==> src/rtl/rmw_cnt_pkg.sv <==
package rmw_cnt_pkg;

  // Opcode carried on cmd_inc.
  typedef enum logic {
    OP_DOWN = 1'b0,
    OP_UP   = 1'b1
  } cnt_op_e;

  localparam int DEF_ADDR_W = 6;
  localparam int DEF_CNT_W  = 16;
  localparam int DEF_RD_LAT = 2;
  localparam int DEF_WR_LAT = 2;

endpackage

==> src/rtl/rmw_cmd_pipe.sv <==
// Delays the command fields so that they line up with the storage read data.
module rmw_cmd_pipe #(
  parameter int ADDR_W = 6,
  parameter int STAGES = 2
) (
  input  logic              clk,
  input  logic              rst_n,
  input  logic              in_valid,
  input  logic [ADDR_W-1:0] in_addr,
  input  logic              in_inc,
  output logic              out_valid,
  output logic [ADDR_W-1:0] out_addr,
  output logic              out_inc
);

  logic              p_valid [STAGES];
  logic [ADDR_W-1:0] p_addr  [STAGES];
  logic              p_inc   [STAGES];

  genvar s;
  generate
    for (s = 0; s < STAGES; s++) begin : g_stage
      if (s == 0) begin : g_first
        always_ff @(posedge clk) begin
          if (!rst_n) begin
            p_valid[0] <= 1'b0;
            p_addr[0]  <= '0;
            p_inc[0]   <= 1'b0;
          end else begin
            p_valid[0] <= in_valid;
            p_addr[0]  <= in_addr;
            p_inc[0]   <= in_inc;
          end
        end
      end else begin : g_next
        always_ff @(posedge clk) begin
          if (!rst_n) begin
            p_valid[s] <= 1'b0;
            p_addr[s]  <= '0;
            p_inc[s]   <= 1'b0;
          end else begin
            p_valid[s] <= p_valid[s-1];
            p_addr[s]  <= p_addr[s-1];
            p_inc[s]   <= p_inc[s-1];
          end
        end
      end
    end
  endgenerate

  assign out_valid = p_valid[STAGES-1];
  assign out_addr  = p_addr[STAGES-1];
  assign out_inc   = p_inc[STAGES-1];

endmodule

==> src/rtl/rmw_mem_model.sv <==
// Counter storage: a read returns data RD_LAT edges after its address is
// presented; a write request is applied to the array at the next edge.
module rmw_mem_model #(
  parameter int ADDR_W = 6,
  parameter int DATA_W = 16,
  parameter int RD_LAT = 2
) (
  input  logic              clk,
  input  logic              rst_n,
  input  logic [ADDR_W-1:0] rd_addr,
  output logic [DATA_W-1:0] rd_data,
  input  logic              wr_en,
  input  logic [ADDR_W-1:0] wr_addr,
  input  logic [DATA_W-1:0] wr_data
);

  localparam int WORDS    = 1 << ADDR_W;
  localparam int ADDR_STG = RD_LAT - 1;

  logic [DATA_W-1:0] store [WORDS];
  logic [ADDR_W-1:0] a_pipe [ADDR_STG];

  genvar s;
  generate
    for (s = 0; s < ADDR_STG; s++) begin : g_addr
      if (s == 0) begin : g_first
        always_ff @(posedge clk) begin
          if (!rst_n) a_pipe[0] <= '0;
          else        a_pipe[0] <= rd_addr;
        end
      end else begin : g_next
        always_ff @(posedge clk) begin
          if (!rst_n) a_pipe[s] <= '0;
          else        a_pipe[s] <= a_pipe[s-1];
        end
      end
    end
  endgenerate

  always_ff @(posedge clk) begin
    if (!rst_n) rd_data <= '0;
    else        rd_data <= store[a_pipe[ADDR_STG-1]];
  end

  always_ff @(posedge clk) begin
    if (!rst_n) begin
      for (int w = 0; w < WORDS; w++) store[w] <= '0;
    end else if (wr_en) begin
      store[wr_addr] <= wr_data;
    end
  end

endmodule

==> src/rtl/rmw_fwd_chain.sv <==
// Chain of results not yet visible to storage reads. Entry 0 is the newest.
// Entry DEPTH-2 is the one being committed; entry DEPTH-1 was committed
// one edge ago and is still hidden from a read already under way.
module rmw_fwd_chain #(
  parameter int ADDR_W = 6,
  parameter int DATA_W = 16,
  parameter int DEPTH  = 3
) (
  input  logic              clk,
  input  logic              rst_n,
  input  logic              push_valid,
  input  logic [ADDR_W-1:0] push_addr,
  input  logic [DATA_W-1:0] push_data,
  input  logic [ADDR_W-1:0] look_addr,
  output logic              hit,
  output logic [DATA_W-1:0] hit_data,
  output logic              head_valid,
  output logic [ADDR_W-1:0] head_addr,
  output logic [DATA_W-1:0] head_data,
  output logic              commit_valid,
  output logic [ADDR_W-1:0] commit_addr,
  output logic [DATA_W-1:0] commit_data
);

  logic              e_valid [DEPTH];
  logic [ADDR_W-1:0] e_addr  [DEPTH];
  logic [DATA_W-1:0] e_data  [DEPTH];

  genvar k;
  generate
    for (k = 0; k < DEPTH; k++) begin : g_ent
      if (k == 0) begin : g_head
        always_ff @(posedge clk) begin
          if (!rst_n) begin
            e_valid[0] <= 1'b0;
            e_addr[0]  <= '0;
            e_data[0]  <= '0;
          end else begin
            e_valid[0] <= push_valid;
            e_addr[0]  <= push_addr;
            e_data[0]  <= push_data;
          end
        end
      end else begin : g_tail
        always_ff @(posedge clk) begin
          if (!rst_n) begin
            e_valid[k] <= 1'b0;
            e_addr[k]  <= '0;
            e_data[k]  <= '0;
          end else begin
            e_valid[k] <= e_valid[k-1];
            e_addr[k]  <= e_addr[k-1];
            e_data[k]  <= e_data[k-1];
          end
        end
      end
    end
  endgenerate

  // Oldest first so that the newest match is the one left standing.
  always_comb begin
    hit      = 1'b0;
    hit_data = '0;
    for (int j = DEPTH - 1; j >= 0; j--) begin
      if (e_valid[j] && (e_addr[j] == look_addr)) begin
        hit      = 1'b1;
        hit_data = e_data[j];
      end
    end
  end

  assign head_valid   = e_valid[0];
  assign head_addr    = e_addr[0];
  assign head_data    = e_data[0];
  assign commit_valid = e_valid[DEPTH-2];
  assign commit_addr  = e_addr[DEPTH-2];
  assign commit_data  = e_data[DEPTH-2];

endmodule

==> src/rtl/rmw_counter_bank.sv <==
// Bank of up/down counters with read-modify-write and result forwarding.
// RD_LAT and WR_LAT must each be at least 2.
module rmw_counter_bank #(
  parameter int ADDR_W = rmw_cnt_pkg::DEF_ADDR_W,
  parameter int CNT_W  = rmw_cnt_pkg::DEF_CNT_W,
  parameter int RD_LAT = rmw_cnt_pkg::DEF_RD_LAT,
  parameter int WR_LAT = rmw_cnt_pkg::DEF_WR_LAT
) (
  input  logic              clk,
  input  logic              rst_n,
  input  logic              cmd_valid,
  input  logic [ADDR_W-1:0] cmd_addr,
  input  logic              cmd_inc,
  output logic              res_valid,
  output logic [ADDR_W-1:0] res_addr,
  output logic [CNT_W-1:0]  res_count
);

  // Every result newer than the last one a read can see must be searchable.
  localparam int FWD_N = WR_LAT + 1;

  function automatic logic [CNT_W-1:0] step_count(input logic [CNT_W-1:0] cur,
                                                  input logic             up);
    if (rmw_cnt_pkg::cnt_op_e'(up) == rmw_cnt_pkg::OP_UP) return cur + CNT_W'(1);
    else                                                  return cur - CNT_W'(1);
  endfunction

  // Named internal events, also used by the bound checker.
  logic              exe_valid;
  logic [ADDR_W-1:0] exe_addr;
  logic              exe_inc;
  logic [CNT_W-1:0]  mem_rd_data;
  logic              fwd_hit;
  logic [CNT_W-1:0]  fwd_data;
  logic [CNT_W-1:0]  base_count;
  logic [CNT_W-1:0]  next_count;
  logic              mem_wr_en;
  logic [ADDR_W-1:0] mem_wr_addr;
  logic [CNT_W-1:0]  mem_wr_data;

  rmw_cmd_pipe #(
    .ADDR_W (ADDR_W),
    .STAGES (RD_LAT)
  ) u_cmd_pipe (
    .clk       (clk),
    .rst_n     (rst_n),
    .in_valid  (cmd_valid),
    .in_addr   (cmd_addr),
    .in_inc    (cmd_inc),
    .out_valid (exe_valid),
    .out_addr  (exe_addr),
    .out_inc   (exe_inc)
  );

  rmw_mem_model #(
    .ADDR_W (ADDR_W),
    .DATA_W (CNT_W),
    .RD_LAT (RD_LAT)
  ) u_mem (
    .clk     (clk),
    .rst_n   (rst_n),
    .rd_addr (cmd_addr),
    .rd_data (mem_rd_data),
    .wr_en   (mem_wr_en),
    .wr_addr (mem_wr_addr),
    .wr_data (mem_wr_data)
  );

  rmw_fwd_chain #(
    .ADDR_W (ADDR_W),
    .DATA_W (CNT_W),
    .DEPTH  (FWD_N)
  ) u_fwd (
    .clk          (clk),
    .rst_n        (rst_n),
    .push_valid   (exe_valid),
    .push_addr    (exe_addr),
    .push_data    (next_count),
    .look_addr    (exe_addr),
    .hit          (fwd_hit),
    .hit_data     (fwd_data),
    .head_valid   (res_valid),
    .head_addr    (res_addr),
    .head_data    (res_count),
    .commit_valid (mem_wr_en),
    .commit_addr  (mem_wr_addr),
    .commit_data  (mem_wr_data)
  );

  assign base_count = fwd_hit ? fwd_data : mem_rd_data;
  assign next_count = step_count(base_count, exe_inc);

endmodule

==> config.mk <==
export PLATFORM = sky130hd
export DESIGN_NAME = rmw_counter_bank
export DESIGN_NICKNAME = d
export VERILOG_FILES = /design/src/rtl/rmw_cnt_pkg.sv /design/src/rtl/rmw_cmd_pipe.sv /design/src/rtl/rmw_mem_model.sv /design/src/rtl/rmw_fwd_chain.sv /design/src/rtl/rmw_counter_bank.sv
export SDC_FILE = /design/constraint.sdc
export NUM_CORES = 2
export LEC_CHECK = 0
export BUFFER_PORTS_ARGS = -buffer_cell sky130_fd_sc_hd__buf_2
export CAP_MARGIN = 20
export CORE_MARGIN = 2
export CORE_UTILIZATION = 57
export CTS_CLUSTER_DIAMETER = 200
export CTS_CLUSTER_SIZE = 16
export DETAILED_ROUTE_END_ITERATION = 10
export PLACE_DENSITY_LB_ADDON = 0.15
export SYNTH_ARGS = -nofsm -noshare
export SYNTH_HDL_FRONTEND = slang
export SYNTH_SLANG_ARGS = --single-unit
==> constraint.sdc <==
create_clock -name clk -period 4.1 [get_ports clk]
set_clock_uncertainty 0.2 [all_clocks]
set_input_delay 0.41 -clock clk [delete_from_list [all_inputs] [get_ports clk]]
set_output_delay 0.41 -clock clk [all_outputs]
set_load 0.01 [all_outputs]
# Word-level counts from Yosys, hierarchy flattened
# Memories as Yosys holds them, arrays and structs flattened. A register that Yosys moved wholly into a read port is not among the register bits.
# Index checks and enable logic that the tools add are counted.
[classes] addsub=2 n_eq_ne=3 mux=33 bitwise=15 n_reduce_logical=6
[ops] operator="$mux W16" n=9
[ops] operator="$mux W6" n=7
[ops] operator="$eq A6 B6 Y1" n=3
[ops] operator="$mux W1" n=17
[ops] operator="$add A16 B1 Y16 const B" n=1
[ops] operator="$reduce_or A16 Y1" n=1
[ops] operator="$sub A16 B1 Y16 const B" n=1
[ops] operator="$or A1 B1 Y1" n=15
[ops] operator="$reduce_or A6 Y1" n=1
[ops] operator="$logic_and A1 B1 Y1" n=3
[ops] operator="$logic_not A1 Y1" n=1
[word_totals] ff_bits=0 mem_bits_rw=1115 in_bits=10 output_inout_bits=23 word_cells=67 memories=8
[mem_list] memory="u_mem.store" words=64 word_bits=16 read_ports=1 rd_clocked_by_memory_dff=1 wr=64 line_no="rmw_mem_model.sv:20" rtl="logic [DATA_W-1:0] store [WORDS];"
[mem_list] memory="u_fwd.e_data" words=3 word_bits=16 read_ports=3 rd_clocked_by_memory_dff=0 wr=3 line_no="rmw_fwd_chain.sv:27" rtl="logic [DATA_W-1:0] e_data [DEPTH];"
[mem_list] memory="u_fwd.e_addr" words=3 word_bits=6 read_ports=3 rd_clocked_by_memory_dff=0 wr=3 line_no="rmw_fwd_chain.sv:26" rtl="logic [ADDR_W-1:0] e_addr [DEPTH];"
[mem_list] memory="u_cmd_pipe.p_addr" words=2 word_bits=6 read_ports=2 rd_clocked_by_memory_dff=0 wr=2 line_no="rmw_cmd_pipe.sv:17" rtl="logic [ADDR_W-1:0] p_addr [STAGES];"
[mem_list] memory="u_mem.a_pipe" words=1 word_bits=6 read_ports=1 rd_clocked_by_memory_dff=0 wr=1 line_no="rmw_mem_model.sv:21" rtl="logic [ADDR_W-1:0] a_pipe [ADDR_STG];"
[mem_list] memory="u_fwd.e_valid" words=3 word_bits=1 read_ports=3 rd_clocked_by_memory_dff=0 wr=3 line_no="rmw_fwd_chain.sv:25" rtl="logic e_valid [DEPTH];"
[mem_list] memory="2 more memories"

# Depth between registers and ports, before layout
[depth] word_depth=9 depth_mapped=19 ltp_nobuf=17

# Hierarchy
# From an unflattened synthesis, not the netlist that was laid out.
[hier_totals] cells_unflattened=3404 area_unflattened_um2=51247.9
[by_module_without_submodules] module="rmw_mem_model" n_inst=1 cells_each=3018 area_per_inst_um2=47281.6 seq_area_each_um2=31189.9
[by_module_without_submodules] module="rmw_fwd_chain" n_inst=1 cells_each=227 area_per_inst_um2=2532.4 seq_area_each_um2=1381.3
[by_module_without_submodules] module="rmw_counter_bank" n_inst=1 cells_each=126 area_per_inst_um2=987.2 seq_area_each_um2=0.0
[by_module_without_submodules] module="rmw_cmd_pipe" n_inst=1 cells_each=33 area_per_inst_um2=446.7 seq_area_each_um2=320.3

# Least setup slack after synthesis
# Ideal clock, no wire load.
[synth_timing] kind="register to register" from="mem u_fwd.e_addr[0][0]" to="mem u_fwd.e_data[0][12]" t_arrival_ps=3533 setup_slack_ps=252 stages_incl_launch_ff=17 path_buffers=2 path_cell_list="dfxtp_1 -> xnor2_1 -> nand2_1 -> nor3_1 -> clkbuf_1 -> or3_1 -> clkbuf_1 -> o22ai_1 -> a21oi_1 -> ha_1 -> nor2b_1 -> o21ai_0 -> a21boi_0 -> o21ai_0 -> a211oi_1 -> or4_1 -> and3_1"
[synth_rtl] element="from (decl)" line_no="rmw_fwd_chain.sv:26"
[synth_rtl] element="to (decl)" line_no="rmw_fwd_chain.sv:27"

==> metrics.cfg <==
[outcome]
status=complete, no violations

[worst_setup_path]
worstReg2RegStart=u_cmd_pipe.p_addr[1][3]
regToRegEndpoint=u_fwd.e_data[0][13]
crit_family=compound AO/OA/AOI/OAI gates
startpoint=u_cmd_pipe.p_addr[1][3]
ff2ff_path_depth=16
cp_data_required_time_ps=4420
arrival_ps=4160
critPathMaxStageDelay_ps=440
worstSetupStartpointType=flip-flop
critical_path_buf_inv_count=1
setup.worst_path.end_class=flip-flop
worstSetupPathType=reg2reg
worst-r2r-setup-slack_ps=260
cp_cell_sequence=xor2_1 > nor3_1 > and4_4 > or3_1 > buf_4 > o22ai_1 > a21oi_1 > ha_1 > a21o_1 > a21o_1 > a21oi_1 > o21ai_0 > a22o_1 > a211oi_1 > xor2_1 > nor2_1
cp.depth=16
cp_slowest_cell=dfxtp_1
critical_path_peak_fanout=8
setup.worst_path.end=u_fwd.e_data[0][13]

[power]
p_sw_frac=0.242
power_switching_mw=5.54
register_share_of_total_power=0.572
combinationalPowerShare=0.104
p_int_mw=17.4
max-vdd-ir-drop_uv=511
power-per-cell-area_nw_per_um2=419
leakage_nw=19.3
power_frac_clock=0.325

[synthesis]
synth_largest_type_area_fraction=0.607
synth_most_common_cell=and2_1
mappedNetlistNets=3274
ys_seq_area_frac=0.647
netlist_top_cells_count=and2_1, edfxtp_1, mux4_2
synth.distinct_cells=54
postSynth.asyncResetShare=0
synth_top_family_by_area=simple AND/OR/NAND/NOR gates
synth_adder_area_share=0.00385
synth_compound_area_frac=0.0164
yosys.area.top_type=edfxtp_1
synth.yosys.warnings=0
syn_inst=3249
syn-mean-instance-area_um2=15.6
xor_xnor_share_of_the_synthesized_area=0.00415
synth_simple_gate_area_frac=0.151
mappedNetlistArea_um2=50600
postSynth.topFlopCell=edfxtp_1
post_synth_mux_area_share=0.150
synth.area.top_cells=edfxtp_1, mux4_2, and2_1, dfxtp_1, clkbuf_1
yosys_register_bits=1125
synth_edf_count=1024

[drt]
route.antenna.remaining_nets=0
route.detailed.vias_per_inst=6.35
remaining_drc_errors=0
firstDrtPassIters=5
wl_per_cell_um=29.8
dr_iter_0_viols=3481
detailed_route_wl_mm=132
route.vias.total=28000

[sta]
max-slew-margin-rel=0.239
fin_crit_ps=3840
fin_ws_ps=263
fmaxAchievable_mhz=261
setup_violations=0
worst-slew-pin-transition_ps=1140
share_of_the_clock_period_used_by_the_worst_path_after_layout=0.936
endpoints_failing_hold=0
maxSlewViolCount=0

[floorplanning]
die_h_um=302
initial_utilization=0.574
core_region_area_um2=88200
die_area_um2=91200
boundaryPins=33
rows=109
overall_die_width_um=302

[place]
placed_area_um2=52400
worst_setup_slack_post_dpl_ps=120
buffer_ports.inserted=32
dp.final_hpwl_mm=79.3
weighted_congestion_reported_at_the_end_of_routability_driven_placement=0.869
post-place-cells=4291

[layout]
area_delta_synth_final_pct=8.20
finish.instance_area_um2=54800
num-fill-cells=6344
post_route_cells_drive_above_1_share=0.204
final-instance-count-excl-fill=4414
finalNetCount=3246

[hold_path]
hold_path.class=in2reg
min_path_cells=3

[cts]
htree_levels=3
worstSkewPairLatency_ps=640
cts_made_buffers=80
cts.sink_count=1125
cts.reportedPaths.clkPinSlew_ps=70
clock_path_buffers=3
cts_root_cell=clkbuf_16
cts_tree=built

[grt]
globalRouteMet2Util=0.465
grt_start_max_net_pins=157
grt-ovfl-total=0
wire_length_of_the_first_global_routing_pass_mm=191
grt_antenna_before_repair=11
grt.busiest_layer=met2
grt.met3_usage=0.0500
grt_pass1_vias=27900
groute.usage.overall=0.294
gr-usage-met1=0.428

[flow_run]
cap_violations=0

[cell type report]
type / instances / area (µm²) / area share
Clock buffer: 104 / 2160 / 0.0393
Multi-Input combinational cell: 1796 / 16500 / 0.301
Inverter: 11 / 41.3 / 0.000754
Timing Repair Buffer: 207 / 1760 / 0.0322
Clock inverter: 4 / 42.5 / 0.000776
Sequential cell: 1125 / 32800 / 0.599
Antenna cell: 2 / 5.00 / 0.0000913
Tap cell: 1165 / 1460 / 0.0266
[metrics by stage]
step | hold WS (ps) | utilization | total power, mW | TNS [ps]
final | 168 | 0.621 | 22.9 | 0
after global routing | 175 | 0.621 | 23.6 | -15.3
after CTS | 137 | 0.620 | 23.0 | 0
after detailed placement | 223 | 0.594 | 15.7 | 0
after global placement | 219 | 0.594 | 15.7 | 0
after floorplan | 212 | - | 14.7 | 0
[worst register-to-register path: cells and delay by family (launching register included)]
family	cells	cell delay (ps)
DFF	1	440
AOI/OAI and AO/OA	8	1350
buffers and inverters	1	200
xor gates and xnor gates	2	370
and+or+nand+nor	4	800
adders and majority gates	1	350
[cell families after synthesis]
| group | count (synthesis) |
|---|---|
| AND/OR/NAND/NOR | 1276 |
| flip-flops | 1125 |
| multiplexers | 338 |
| buffers and inverters | 328 |
| AO/OA/AOI/OAI | 143 |
| XOR/XNOR | 24 |
| adder cells (fa/ha/maj) | 15 |
[how the worst min path moves through the flow]
stage                          end                start  slack [ps]
2_1_floorplan  u_cmd_pipe.p_inc[1]  u_cmd_pipe.p_inc[0]         210
3_3_place_gp   u_cmd_pipe.p_inc[1]  u_cmd_pipe.p_inc[0]         220
3_5_place_dp   u_cmd_pipe.p_inc[1]  u_cmd_pipe.p_inc[0]         220
6_report          u_fwd.e_valid[2]                rst_n         170
5_1_grt           u_fwd.e_valid[2]                rst_n         170
4_1_cts           u_fwd.e_valid[2]                rst_n         140
[flip-flops by register name, summed over array words and instances (netlist names)]
signal and flops:
u_cmd_pipe.p_inc 2, u_mem.rd_data 16, u_mem.store 1024, u_fwd.e_addr 18, u_mem.a_pipe 6, u_fwd.e_valid 3
u_fwd.e_data 48, u_cmd_pipe.p_valid 2, u_cmd_pipe.p_addr 6
[layer usage]
layer	vias to the layer above	wire length, µm
met3	202	12200
met2	1343	62900
met1	14600	52800
met4	10	3870
li1	11800	-
met5	-	68
[layout by cell type (no fill, tap or decap), types with 5 or more instances in the layout]
| cell type | count |
|---|---|
| and2_1 | 1048 |
| nand2b_1 | 7 |
| nand2_1 | 23 |
| o22ai_1 | 20 |
| edfxtp_1 | 1024 |
| buf_4 | 144 |
| o21ai_0 | 9 |
| a21oi_1 | 21 |
| dlygate4sd3_1 | 8 |
| clkbuf_16 | 83 |
| nand3b_1 | 5 |
| mux4_2 | 336 |
| nand3_1 | 8 |
| xor2_1 | 9 |
| ha_1 | 14 |
| nor3_1 | 72 |
| dfxtp_1 | 82 |
| o21ai_1 | 62 |
| dfxtp_2 | 15 |
| a22oi_1 | 6 |
| buf_12 | 20 |
| clkbuf_1 | 21 |
| xnor2_1 | 15 |
| buf_2 | 31 |
| nor2_1 | 81 |
| inv_1 | 10 |
[repair_timing]
item                                    4_1_cts  5_1_grt
setup buffers                                 0        0
gates resized for setup                       0       15
hold endpoints to repair                      8        0
endpoints found under the setup margin        0        7
hold buffers                                  8        0
[power groups by stage]
stage | sequential, mW | clock (mW) | combinational [mW]
6_report | 13.1 | 7.44 | 2.38
4_1_cts | 13.1 | 7.53 | 2.36
3_3_place_gp | 13.3 | 0 | 2.31
2_1_floorplan | 13.3 | 0 | 1.38
5_1_grt | 13.2 | 7.93 | 2.49
3_5_place_dp | 13.4 | 0 | 2.35
(Power assumes the default switching activity.)
